[src/rtl/seq_regs_pkg.sv]
// Package: shared offsets, control bit positions and register selector type
// for the sequencer control register interface. Assumes a byte-addressed
// bus with 32-bit aligned registers.
package seq_regs_pkg;
    localparam int unsigned OFS_CTRL  = 32'h00;
    localparam int unsigned OFS_TEST  = 32'h04;
    localparam int unsigned OFS_SLOT  = 32'h08;
    localparam int unsigned OFS_W0    = 32'h0C;
    localparam int unsigned OFS_W1    = 32'h10;
    localparam int unsigned OFS_W2    = 32'h14;
    localparam int unsigned OFS_W3    = 32'h18;
    localparam int unsigned OFS_INV   = 32'h1C;
    localparam int unsigned OFS_VER   = 32'h20;

    localparam int unsigned CTL_GO    = 0;
    localparam int unsigned CTL_ARM   = 2;
    localparam int unsigned CTL_HOLD  = 3;

    typedef enum logic [3:0] {
        SEL_CTRL, SEL_TEST, SEL_SLOT, SEL_W0, SEL_W1,
        SEL_W2, SEL_W3, SEL_INV, SEL_VER, SEL_NONE
    } reg_sel_e;
endpackage

[src/rtl/seq_start_ctl.sv]
// Module: start request generator. Synchronizes the asynchronous external
// start, detects its rising edge, and merges it with the software request.
// Assumes SYNC_STAGES >= 2. A start is suppressed while the sequencer runs,
// while hold is (or is about to be) set, and in the cycle after a start.
module seq_start_ctl #(
    parameter int SYNC_STAGES = 2
) (
    input  logic clk,
    input  logic rst_n,
    input  logic ext_in,
    input  logic arm,
    input  logic sw_req,
    input  logic hold_next,
    input  logic running,
    output logic start
);
    localparam int MSB = SYNC_STAGES - 1;

    logic [MSB:0] sync_q;
    logic         prev_q;
    logic         start_q;
    logic         ext_rise;

    // Synchronizer chain and edge history for the external start.
    always_ff @(posedge clk) begin
        if (!rst_n) begin
            sync_q <= '0;
            prev_q <= 1'b0;
        end else begin
            sync_q <= {sync_q[MSB-1:0], ext_in};
            prev_q <= sync_q[MSB];
        end
    end

    // Rising edge of the synchronized input.
    always_comb ext_rise = sync_q[MSB] & ~prev_q;

    // One-cycle start pulse with all blocking conditions applied.
    always_ff @(posedge clk) begin
        if (!rst_n) start_q <= 1'b0;
        else        start_q <= (sw_req | (arm & ext_rise)) & ~hold_next
                               & ~running & ~start_q;
    end

    assign start = start_q;

    p_single_pulse_r13: assert property (@(posedge clk) disable iff (!rst_n)
        start |=> !start);
    p_no_start_running_r8: assert property (@(posedge clk) disable iff (!rst_n)
        start |-> !$past(running));
endmodule

[src/rtl/seq_instr_stage.sv]
// Module: instruction staging and commit. Holds the lower NW-1 words of an
// instruction. A write of the top word commits all words to the slot given
// by the pointer, registered, in the following cycle.
module seq_instr_stage #(
    parameter int DW     = 32,
    parameter int NW     = 4,
    parameter int SLOT_W = 12
) (
    input  logic                clk,
    input  logic                rst_n,
    input  logic                wr_en,
    input  logic [$clog2(NW)-1:0] wr_idx,
    input  logic [DW-1:0]       wdata,
    input  logic [SLOT_W-1:0]   slot,
    output logic                prog_we,
    output logic [SLOT_W-1:0]   prog_waddr,
    output logic [NW*DW-1:0]    prog_wdata
);
    localparam int IDX_W = $clog2(NW);
    localparam logic [IDX_W-1:0] TOP_IDX = IDX_W'(NW - 1);

    logic [NW-2:0][DW-1:0] stage_q;
    logic                  top_wr;

    always_comb top_wr = wr_en && (wr_idx == TOP_IDX);

    // Capture lower staging words.
    always_ff @(posedge clk) begin
        if (!rst_n) begin
            stage_q <= '0;
        end else begin
            for (int i = 0; i < NW - 1; i++) begin
                if (wr_en && wr_idx == IDX_W'(i)) stage_q[i] <= wdata;
            end
        end
    end

    // Commit the full instruction on a top-word write.
    always_ff @(posedge clk) begin
        if (!rst_n) begin
            prog_we    <= 1'b0;
            prog_waddr <= '0;
            prog_wdata <= '0;
        end else begin
            prog_we <= top_wr;
            if (top_wr) begin
                prog_waddr <= slot;
                prog_wdata <= {wdata, stage_q};
            end
        end
    end

    p_commit_only_on_top_r4: assert property (@(posedge clk) disable iff (!rst_n)
        prog_we |-> $past(wr_en) && $past(wr_idx) == TOP_IDX);
    p_commit_top_word_r4: assert property (@(posedge clk) disable iff (!rst_n)
        prog_we |-> prog_wdata[NW*DW-1 -: DW] == $past(wdata));
    p_lower_no_commit_r4: assert property (@(posedge clk) disable iff (!rst_n)
        $past(wr_en && wr_idx != TOP_IDX) |-> !prog_we);
endmodule

[src/rtl/seq_ctrl_regs.sv]
// Module: top of the sequencer control register interface. Decodes the
// host bus, holds control, scratch, slot pointer and polarity registers,
// returns registered read data (zero when not reading), and drives the
// program memory ports and run control of the sequencer core.
// Assumes one access per cycle and a combinational memory read port.
module seq_ctrl_regs
    import seq_regs_pkg::*;
#(
    parameter int          DW          = 32,
    parameter int          NW          = 4,
    parameter int          BUS_AW      = 8,
    parameter int          SLOT_W      = 12,
    parameter int          CH          = 32,
    parameter int          SYNC_STAGES = 2,
    parameter logic [31:0] VERSION     = 32'h5EC0_0107
) (
    input  logic              clk,
    input  logic              rst_n,
    input  logic [BUS_AW-1:0] bus_addr,
    input  logic              bus_wr,
    input  logic              bus_rd,
    input  logic [DW-1:0]     bus_wdata,
    output logic [DW-1:0]     bus_rdata,
    output logic              prog_we,
    output logic [SLOT_W-1:0] prog_waddr,
    output logic [NW*DW-1:0]  prog_wdata,
    output logic [SLOT_W-1:0] mem_raddr,
    input  logic [NW*DW-1:0]  mem_rdata,
    input  logic              seq_running,
    output logic              seq_start,
    output logic              seq_reset,
    input  logic              ext_start,
    input  logic [CH-1:0]     pat_in,
    output logic [CH-1:0]     chan_out
);
    localparam int IDX_W = $clog2(NW);

    reg_sel_e          sel;
    logic [DW-1:0]     test_q;
    logic [SLOT_W-1:0] slot_q;
    logic              arm_q;
    logic              hold_q;
    logic [CH-1:0]     inv_q;
    logic [DW-1:0]     rdata_q;
    logic [DW-1:0]     rd_mux;
    logic              wr_ctrl;
    logic              wr_word;
    logic [IDX_W-1:0]  word_idx;
    logic              sw_req;
    logic              hold_next;

    // Address decode to a register selector.
    always_comb begin
        sel = SEL_NONE;
        if      (bus_addr == BUS_AW'(OFS_CTRL)) sel = SEL_CTRL;
        else if (bus_addr == BUS_AW'(OFS_TEST)) sel = SEL_TEST;
        else if (bus_addr == BUS_AW'(OFS_SLOT)) sel = SEL_SLOT;
        else if (bus_addr == BUS_AW'(OFS_W0))   sel = SEL_W0;
        else if (bus_addr == BUS_AW'(OFS_W1))   sel = SEL_W1;
        else if (bus_addr == BUS_AW'(OFS_W2))   sel = SEL_W2;
        else if (bus_addr == BUS_AW'(OFS_W3))   sel = SEL_W3;
        else if (bus_addr == BUS_AW'(OFS_INV))  sel = SEL_INV;
        else if (bus_addr == BUS_AW'(OFS_VER))  sel = SEL_VER;
    end

    // Instruction word write strobe and word index.
    always_comb begin
        wr_word  = bus_wr && (sel == SEL_W0 || sel == SEL_W1 ||
                              sel == SEL_W2 || sel == SEL_W3);
        word_idx = IDX_W'(sel - SEL_W0);
    end

    // Control write decode: software request and next hold value.
    always_comb begin
        wr_ctrl   = bus_wr && sel == SEL_CTRL;
        sw_req    = wr_ctrl && bus_wdata[CTL_GO] && !bus_wdata[CTL_ARM];
        hold_next = wr_ctrl ? bus_wdata[CTL_HOLD] : hold_q;
    end

    // Writable host registers.
    always_ff @(posedge clk) begin
        if (!rst_n) begin
            test_q <= '0;
            slot_q <= '0;
            arm_q  <= 1'b0;
            hold_q <= 1'b0;
            inv_q  <= '0;
        end else if (bus_wr) begin
            case (sel)
                SEL_CTRL: begin
                    arm_q  <= bus_wdata[CTL_ARM];
                    hold_q <= bus_wdata[CTL_HOLD];
                end
                SEL_TEST: test_q <= bus_wdata;
                SEL_SLOT: slot_q <= bus_wdata[SLOT_W-1:0];
                SEL_INV:  inv_q  <= bus_wdata[CH-1:0];
                default:  ;
            endcase
        end
    end

    // Read data selection.
    always_comb begin
        rd_mux = '0;
        case (sel)
            SEL_CTRL: begin
                rd_mux[CTL_GO]   = seq_running;
                rd_mux[CTL_ARM]  = arm_q;
                rd_mux[CTL_HOLD] = hold_q;
            end
            SEL_TEST: rd_mux = test_q;
            SEL_SLOT: rd_mux = DW'(slot_q);
            SEL_W0:   rd_mux = mem_rdata[0*DW +: DW];
            SEL_W1:   rd_mux = mem_rdata[1*DW +: DW];
            SEL_W2:   rd_mux = mem_rdata[2*DW +: DW];
            SEL_W3:   rd_mux = mem_rdata[3*DW +: DW];
            SEL_INV:  rd_mux = DW'(inv_q);
            SEL_VER:  rd_mux = DW'(VERSION);
            default:  rd_mux = '0;
        endcase
    end

    // Registered read data, zero outside a read response.
    always_ff @(posedge clk) begin
        if (!rst_n) rdata_q <= '0;
        else        rdata_q <= bus_rd ? rd_mux : '0;
    end

    seq_instr_stage #(.DW(DW), .NW(NW), .SLOT_W(SLOT_W)) u_stage (
        .clk        (clk),
        .rst_n      (rst_n),
        .wr_en      (wr_word),
        .wr_idx     (word_idx),
        .wdata      (bus_wdata),
        .slot       (slot_q),
        .prog_we    (prog_we),
        .prog_waddr (prog_waddr),
        .prog_wdata (prog_wdata)
    );

    seq_start_ctl #(.SYNC_STAGES(SYNC_STAGES)) u_start (
        .clk       (clk),
        .rst_n     (rst_n),
        .ext_in    (ext_start),
        .arm       (arm_q),
        .sw_req    (sw_req),
        .hold_next (hold_next),
        .running   (seq_running),
        .start     (seq_start)
    );

    assign bus_rdata = rdata_q;
    assign mem_raddr = slot_q;
    assign seq_reset = hold_q;
    assign chan_out  = pat_in ^ inv_q;

    p_hold_blocks_start_r9: assert property (@(posedge clk) disable iff (!rst_n)
        seq_start |-> !seq_reset);
    p_unmapped_zero_r12: assert property (@(posedge clk) disable iff (!rst_n)
        $past(bus_rd && sel == SEL_NONE) |-> bus_rdata == '0);
    p_version_fixed_r11: assert property (@(posedge clk) disable iff (!rst_n)
        $past(bus_rd && sel == SEL_VER) |-> bus_rdata == DW'(VERSION));
    p_idle_rdata_r13: assert property (@(posedge clk) disable iff (!rst_n)
        !$past(bus_rd) |-> bus_rdata == '0);
    p_scratch_hold_r2: assert property (@(posedge clk) disable iff (!rst_n)
        !$past(bus_wr && sel == SEL_TEST) |-> $stable(test_q));
endmodule

[config.mk]
export PLATFORM = sky130hd
export DESIGN_NAME = seq_ctrl_regs
export DESIGN_NICKNAME = d
export VERILOG_FILES = /design/src/rtl/seq_regs_pkg.sv /design/src/rtl/seq_start_ctl.sv /design/src/rtl/seq_instr_stage.sv /design/src/rtl/seq_ctrl_regs.sv
export SDC_FILE = /design/constraint.sdc
export NUM_CORES = 1
export LEC_CHECK = 0
export ABC_AREA = 0
export BUFFER_PORTS_ARGS = -buffer_cell sky130_fd_sc_hd__buf_2
export CAP_MARGIN = 25
export CORE_UTILIZATION = 45
export DETAILED_ROUTE_END_ITERATION = 8
export PLACE_DENSITY_LB_ADDON = 0.15
export RECOVER_POWER = 25
export SYNTH_ARGS = -nofsm -noshare
export SYNTH_HDL_FRONTEND = slang
export SYNTH_HIERARCHICAL = 1
export SYNTH_SLANG_ARGS = --single-unit
[constraint.sdc]
create_clock -name clk -period 2.6 [get_ports clk]
set_input_delay 0.13 -clock clk [delete_from_list [all_inputs] [get_ports clk]]
set_output_delay 0.13 -clock clk [all_outputs]
set_load 0.01 [all_outputs]
After elaboration in Yosys (flattened, before gate mapping). Cells that the tools add are included.

Add/sub/neg operators: 1. Bitwise logic cells: 11. Reduce and logical (&&, ||, !) cells: 20. Mux-type cells: 14. Eq/ne operators: 19.

Operators by type and width (number): 28-bit one-hot mux with 8 select lines (1); 8-bit by 5-bit equality test with 1-bit output, second input constant (4); 4-bit two-way mux (8); 32-bit bitwise XOR (1); 2-bit one-hot mux with 9 select lines (1); 4-bit by 3-bit equality test with 1-bit output, second input constant (4); 8-bit by 4-bit equality test with 1-bit output, second input constant (2); 2-bit AND reduction (5); 1-bit one-hot mux with 9 select lines (1); 4-bit by 2-bit equality test with 1-bit output, second input constant (2); 8-bit by 3-bit equality test with 1-bit output, second input constant (1); 8-bit by 6-bit equality test with 1-bit output, second input constant (1); 1-bit logical AND (8); 8-bit zero test (1); 1-bit one-hot mux with 8 select lines (1); 1-bit bitwise AND (5); 2-bit equality test, second input constant (2); 4-bit by 1-bit equality test with 1-bit output, second input constant (1); 4-bit equality test, second input constant (1); 4-bit zero test (1); 1-bit inverter (4); 1-bit logical OR (3); 2-bit by 1-bit equality test with 1-bit output, second input constant (1); 2-bit zero test (1); other kinds (4) (5).

Output and inout bits: 219. Bits in registers: 351.

Depth between registers and ports, before layout.
Word-level depth: 18. Gate-level depth with buffers: 14. Gate-level depth less buffers: 10.

By module. Netlist, hierarchy kept.

By module, submodules not included: seq_instr_stage (sequential area each 4744.6 um^2, instances 1, cells an instance 818, area an instance 8569.5 um^2); seq_ctrl_regs (sequential area each 2202.1 um^2, instances 1, cells an instance 641, area an instance 5541.6 um^2); seq_start_ctl (sequential area each 80.1 um^2, instances 1, cells an instance 10, area an instance 130.1 um^2).

Worst setup path after synthesis. OpenSTA, ideal clock, no wires.

Path kind: input to register. Start point: input port bus_addr[7]. End point: register u_stage.prog_waddr[0]. Setup time: 0.072 ns. Arrival time: 2.614 ns. Stages on the path: 13. Data required time: 2.528 ns. Setup slack: -0.086 ns. Path through: nor4_1 nand2_1 or2_2 ha_1 clkbuf_1 o311ai_0 nand2b_2 and2_1 nand3_1 buf_2 buf_6 buf_6 mux2i_1.

Cells in the longest elaborated chain, start to end: 16. Elaborated cells on any way between the ends: 29. Those cells by class: 1 x add/sub; 13 x eq/ne; 9 x mux; 6 x reduce/logical.

RTL lines: start, declared (RTL line seq_ctrl_regs.sv:19) `input logic [BUS_AW-1:0] bus_addr,`; 8-bit by 6-bit equality test with 1-bit output (RTL line seq_ctrl_regs.sv:63) `else if (bus_addr == BUS_AW'(OFS_VER)) sel = SEL_VER;`; 1-bit two-way mux (RTL line seq_ctrl_regs.sv:63); 4-bit two-way mux (RTL line seq_ctrl_regs.sv:62) `else if (bus_addr == BUS_AW'(OFS_INV)) sel = SEL_INV;`; 4-bit two-way mux (RTL line seq_ctrl_regs.sv:61) `else if (bus_addr == BUS_AW'(OFS_W3)) sel = SEL_W3;`; 4-bit two-way mux (RTL line seq_ctrl_regs.sv:60) `else if (bus_addr == BUS_AW'(OFS_W2)) sel = SEL_W2;`; 4-bit two-way mux (RTL line seq_ctrl_regs.sv:59) `else if (bus_addr == BUS_AW'(OFS_W1)) sel = SEL_W1;`; 4-bit two-way mux (RTL line seq_ctrl_regs.sv:58) `else if (bus_addr == BUS_AW'(OFS_W0)) sel = SEL_W0;`; 4-bit two-way mux (RTL line seq_ctrl_regs.sv:57) `else if (bus_addr == BUS_AW'(OFS_SLOT)) sel = SEL_SLOT;`; 4-bit two-way mux (RTL line seq_ctrl_regs.sv:56) `else if (bus_addr == BUS_AW'(OFS_TEST)) sel = SEL_TEST;`; 4-bit two-way mux * (RTL line seq_ctrl_regs.sv:55) `if (bus_addr == BUS_AW'(OFS_CTRL)) sel = SEL_CTRL;`; 4-bit by 2-bit equality test with 1-bit output or 4-bit by 3-bit equality test with 1-bit output (tied branches) (RTL line seq_ctrl_regs.sv:68) `wr_word = bus_wr && (sel == SEL_W0 || sel == SEL_W1 ||`; 1-bit logical OR (2 in a row) (RTL line seq_ctrl_regs.sv:68); 1-bit logical OR * (RTL line seq_ctrl_regs.sv:69) `sel == SEL_W2 || sel == SEL_W3);`; 1-bit logical AND * (RTL line seq_ctrl_regs.sv:68); net wr_word (RTL line seq_ctrl_regs.sv:47) `logic wr_word;`; 1-bit logical AND * (RTL line seq_instr_stage.sv:25) `always_comb top_wr = wr_en && (wr_idx == TOP_IDX);`; end signal, assigned (RTL line seq_instr_stage.sv:47) `prog_waddr <= slot;`; end, declared (RTL line seq_instr_stage.sv:16) `output logic [SLOT_W-1:0] prog_waddr,`.

Mark *: on every way through the listed nets, which the timed path passes. The rest lies on a longest branch. A chain may end at the register's enable or synchronous reset.

Final worst setup path.
Start point: input port bus_addr[1]. End point: register rdata_q[5] (netlist: bus_rdata[5]).

Cells in the longest elaborated chain, start to end: 12. Elaborated cells on any way between the ends: 27. Those cells by class: 16 x eq/ne; 10 x mux; 1 x reduce/logical.

RTL lines: 8-bit by 6-bit equality test with 1-bit output (RTL line seq_ctrl_regs.sv:63); 1-bit two-way mux (RTL line seq_ctrl_regs.sv:63); 4-bit two-way mux (RTL line seq_ctrl_regs.sv:62); 4-bit two-way mux (RTL line seq_ctrl_regs.sv:61); 4-bit two-way mux (RTL line seq_ctrl_regs.sv:60); 4-bit two-way mux (RTL line seq_ctrl_regs.sv:59); 4-bit two-way mux (RTL line seq_ctrl_regs.sv:58); 4-bit two-way mux (RTL line seq_ctrl_regs.sv:57); 4-bit two-way mux (RTL line seq_ctrl_regs.sv:56); 4-bit two-way mux * (RTL line seq_ctrl_regs.sv:55); 4-bit equality test (tied with other cells) (RTL line seq_ctrl_regs.sv:105) `case (sel)`; 28-bit one-hot mux with 8 select lines * (RTL line seq_ctrl_regs.sv:105); end signal, assigned (RTL line seq_ctrl_regs.sv:126) `else rdata_q <= bus_rd ? rd_mux : '0;`; end, declared (RTL line seq_ctrl_regs.sv:44) `logic [DW-1:0] rdata_q;`.

Every way passes the cells marked *; elsewhere a longest branch is shown, timed or not.

==> qor.txt <==
status = complete, but fails checks
failing checks = DRC
Final min period = 2.52 ns
Starting Density = 46.2%
share of layout cells above drive strength 1 = 21.7%
Post-synth EDFFs = 0
core area = 30800 um2
fin nets = 2204
post-detail-place hpwl = 32.6 mm
CTS root buf = clkbuf_16
cts bufs inserted = 39
syn_nets = 1677
Clock Latency Late Sink = 0.51 ns
largest net degree at the start of global routing = 98
clk_skew = 0.0108 ns
GPL Wtd Cong = 0.912
Die ar. = 32400 um2
Hold Path Class = in2reg
GRT Util Overall = 27.2%
Design Power = 0.0111 W
setup tns final = 0 ns
clk sinks = 351
global-route wire length before repair = 69.7 mm
count leader, synth = nand2_1
Post-Route WL = 46.7 mm
Hold Fails Final Rpt = 0
top post-synthesis cells by count = nand2_1 (432), dfxtp_1 (351), mux2i_1 (252), clkbuf_1 (45), buf_2 (44)
Routed WL per cell = 19.3 um
# placed instances = 2246
port bufs = 424
Initial DRT Pass Iterations = 9
post-synth top area share = 49.3%
fin area = 19200 um2
Cells after Synth = 1469
Site Rows = 64
DR vias = 12.9k
critical path capture point type = register
Netlist Area Pre-Place = 14200 um2
initial DRC count = 1088
CP required = 3.01 ns
Synthesis Warnings = 6
max-slew violations = 0
Finished Layout Cells = 2419
Top Ports = 425
crit-path max FO = 18
Rel. slew slack = 55.1%
Synth Flop Type = dfxtp_1
Highest Clock Rate = 397 MHz
leak pwr = 8.94 nW
synth top area cells = dfxtp_1 (49%), mux2i_1 (18%), nand2_1 (11%)
synth-to-layout area growth = 35.0%
fillers = 2690
Seq/Total Area, Yosys = 49.3%
Pwr Density = 579 nW/um2
WP data arrival = 2.93 ns
Worst-path clk slew = 0.06 ns
htree depth = 2
Startpoint Class = input pin
clk buf depth = 3
CTS tree = yes
multi-input logic area = 6660 um2
Async S/R FF share, synth = 0%
area leader, netlist = dfxtp_1
ANT nets after route = 0
Peak VDD IR = 0.000382 V
Seq cells post-synth = 351
GR Overflow Total = 0
sequential cell area = 7030 um2
worst slew pin tran = 0.672 ns
fin crit share = 97.0%
max-cap viol count = 0
DRC Markers = 19
drt via density = 5.31
Die W = 180 um
placed cell areas = 17100 um2
initial antenna violation count = 3
Die Y = 180 um
Setup-failing EPs final = 0
post-synthesis cell type count = 48
WS Path Type = in2reg
vias in the first global route = 12.5k
Synth Area per Inst = 9.69 um2
## layer usage
layer,share of wire (%),track usage (%),vias to the layer above
li1,-,-,6097
met1,42,35.0,6138
met2,48,45.4,533
met3,7.6,5.67,82
met4,2.6,9.00,2
met5,0.019,0,-
## logic make-up (layout without fill, tap and decap cells)
family          Yosys count  count (layout)  share of synthesized area (%)
compound gates          215             215                           11.7
other cells               0               2                              0
xor+xnor                 32              32                           1.97
mux                     254             254                           17.9
buf+inv                 118             670                           4.56
flops                   351             351                           49.3
fa+ha+maj                 2               2                          0.176
simple gates            497             497                           14.4
## area by class of cell
class | instances | area share [%]
well taps | 396 | 2.58
repair buffers | 600 | 20.0
inverters | 4 | 0.0781
clock buffers | 59 | 5.78
multi-input cells | 1000 | 34.6
diodes | 2 | 0.0260
flip-flops and latches | 351 | 36.6
clock inverters | 7 | 0.312
## cells in the final DEF, fill, tap and decap left out, types with 8 or more instances in the layout
cell	netlist	layout
nand2_1	432	432
buf_4	7	50
a22oi_1	41	41
a21boi_1	30	30
nor2b_1	16	16
a22o_1	39	39
dfxtp_1	351	351
buf_12	0	22
nor2_1	11	11
a221oi_1	9	9
a21oi_1	12	12
a222oi_1	8	8
clkbuf_16	0	41
dlygate4sd3_1	0	101
and2_1	8	8
a21boi_0	34	34
clkbuf_1	45	152
a31oi_1	19	19
a21oi_2	9	9
buf_2	44	285
mux2i_1	252	252
xor2_1	32	32
## worst paths after layout
kind	depth (start not counted)	start	to	slack [ns]
max	12	bus_addr[1]	bus_rdata[5]$_SDFF_PN0_	0.08
min	3	mem_rdata[61]	bus_rdata[29]$_SDFF_PN0_	0.02
max reg2reg	4	inv_q[22]$_SDFFE_PN0P_	bus_rdata[22]$_SDFF_PN0_	0.81
min reg2reg	1	u_start/sync_q[0]$_SDFF_PN0_	u_start/sync_q[1]$_SDFF_PN0_	0.44
## flip-flops by register name, summed over array words and instances (netlist names)
register,count
u_stage/prog_we,1
u_start/prev_q,1
bus_rdata,32
test_q,32
u_start/sync_q,2
u_stage/prog_waddr,12
inv_q,32
arm_q,1
u_stage/stage_q,96
u_start/start,1
seq_reset,1
u_stage/prog_wdata,128
mem_raddr,12
## critical path: stages
cell	delay, ns
buf_2	0.12
nor4_4	0.31
nand2_1	0.09
or2_2	0.30
ha_2	0.21
buf_6	0.17
o311a_4	0.33
o311ai_4	0.31
buf_12	0.16
clkbuf_16	0.18
a31oi_1	0.05
dlygate4sd3_1	0.55
## metrics by stage
| stage | hold WS [ns] | utilization, % | setup WS (ns) |
|---|---|---|---|
| final | 0.0160 | 62.3 | 0.0780 |
| after global routing | 0.0320 | 62.3 | -0.0163 |
| after CTS | 0.00327 | 62.5 | 0.0434 |
| after detailed placement | 0.345 | 55.4 | -0.164 |
| after global placement | 0.338 | 55.4 | -0.108 |
| after floorplan | 0.252 | - | 0.0432 |
## timing repair
item,4_1_cts,5_1_grt
hold endpoints to repair,107,0
buffers inserted,0,2
resized for setup,0,5
hold buffers,101,0
endpoints found under the setup margin,0,16
## power breakdown
part           switching [W]  leakage, nW  internal (W)
Combinational       0.000357         5.54      0.000301
Clock                0.00214        0.570       0.00295
Sequential        0.00000309         2.83       0.00539
Total                0.00250         8.94       0.00863
No activity file was read; power rests on OpenSTA's default activity.
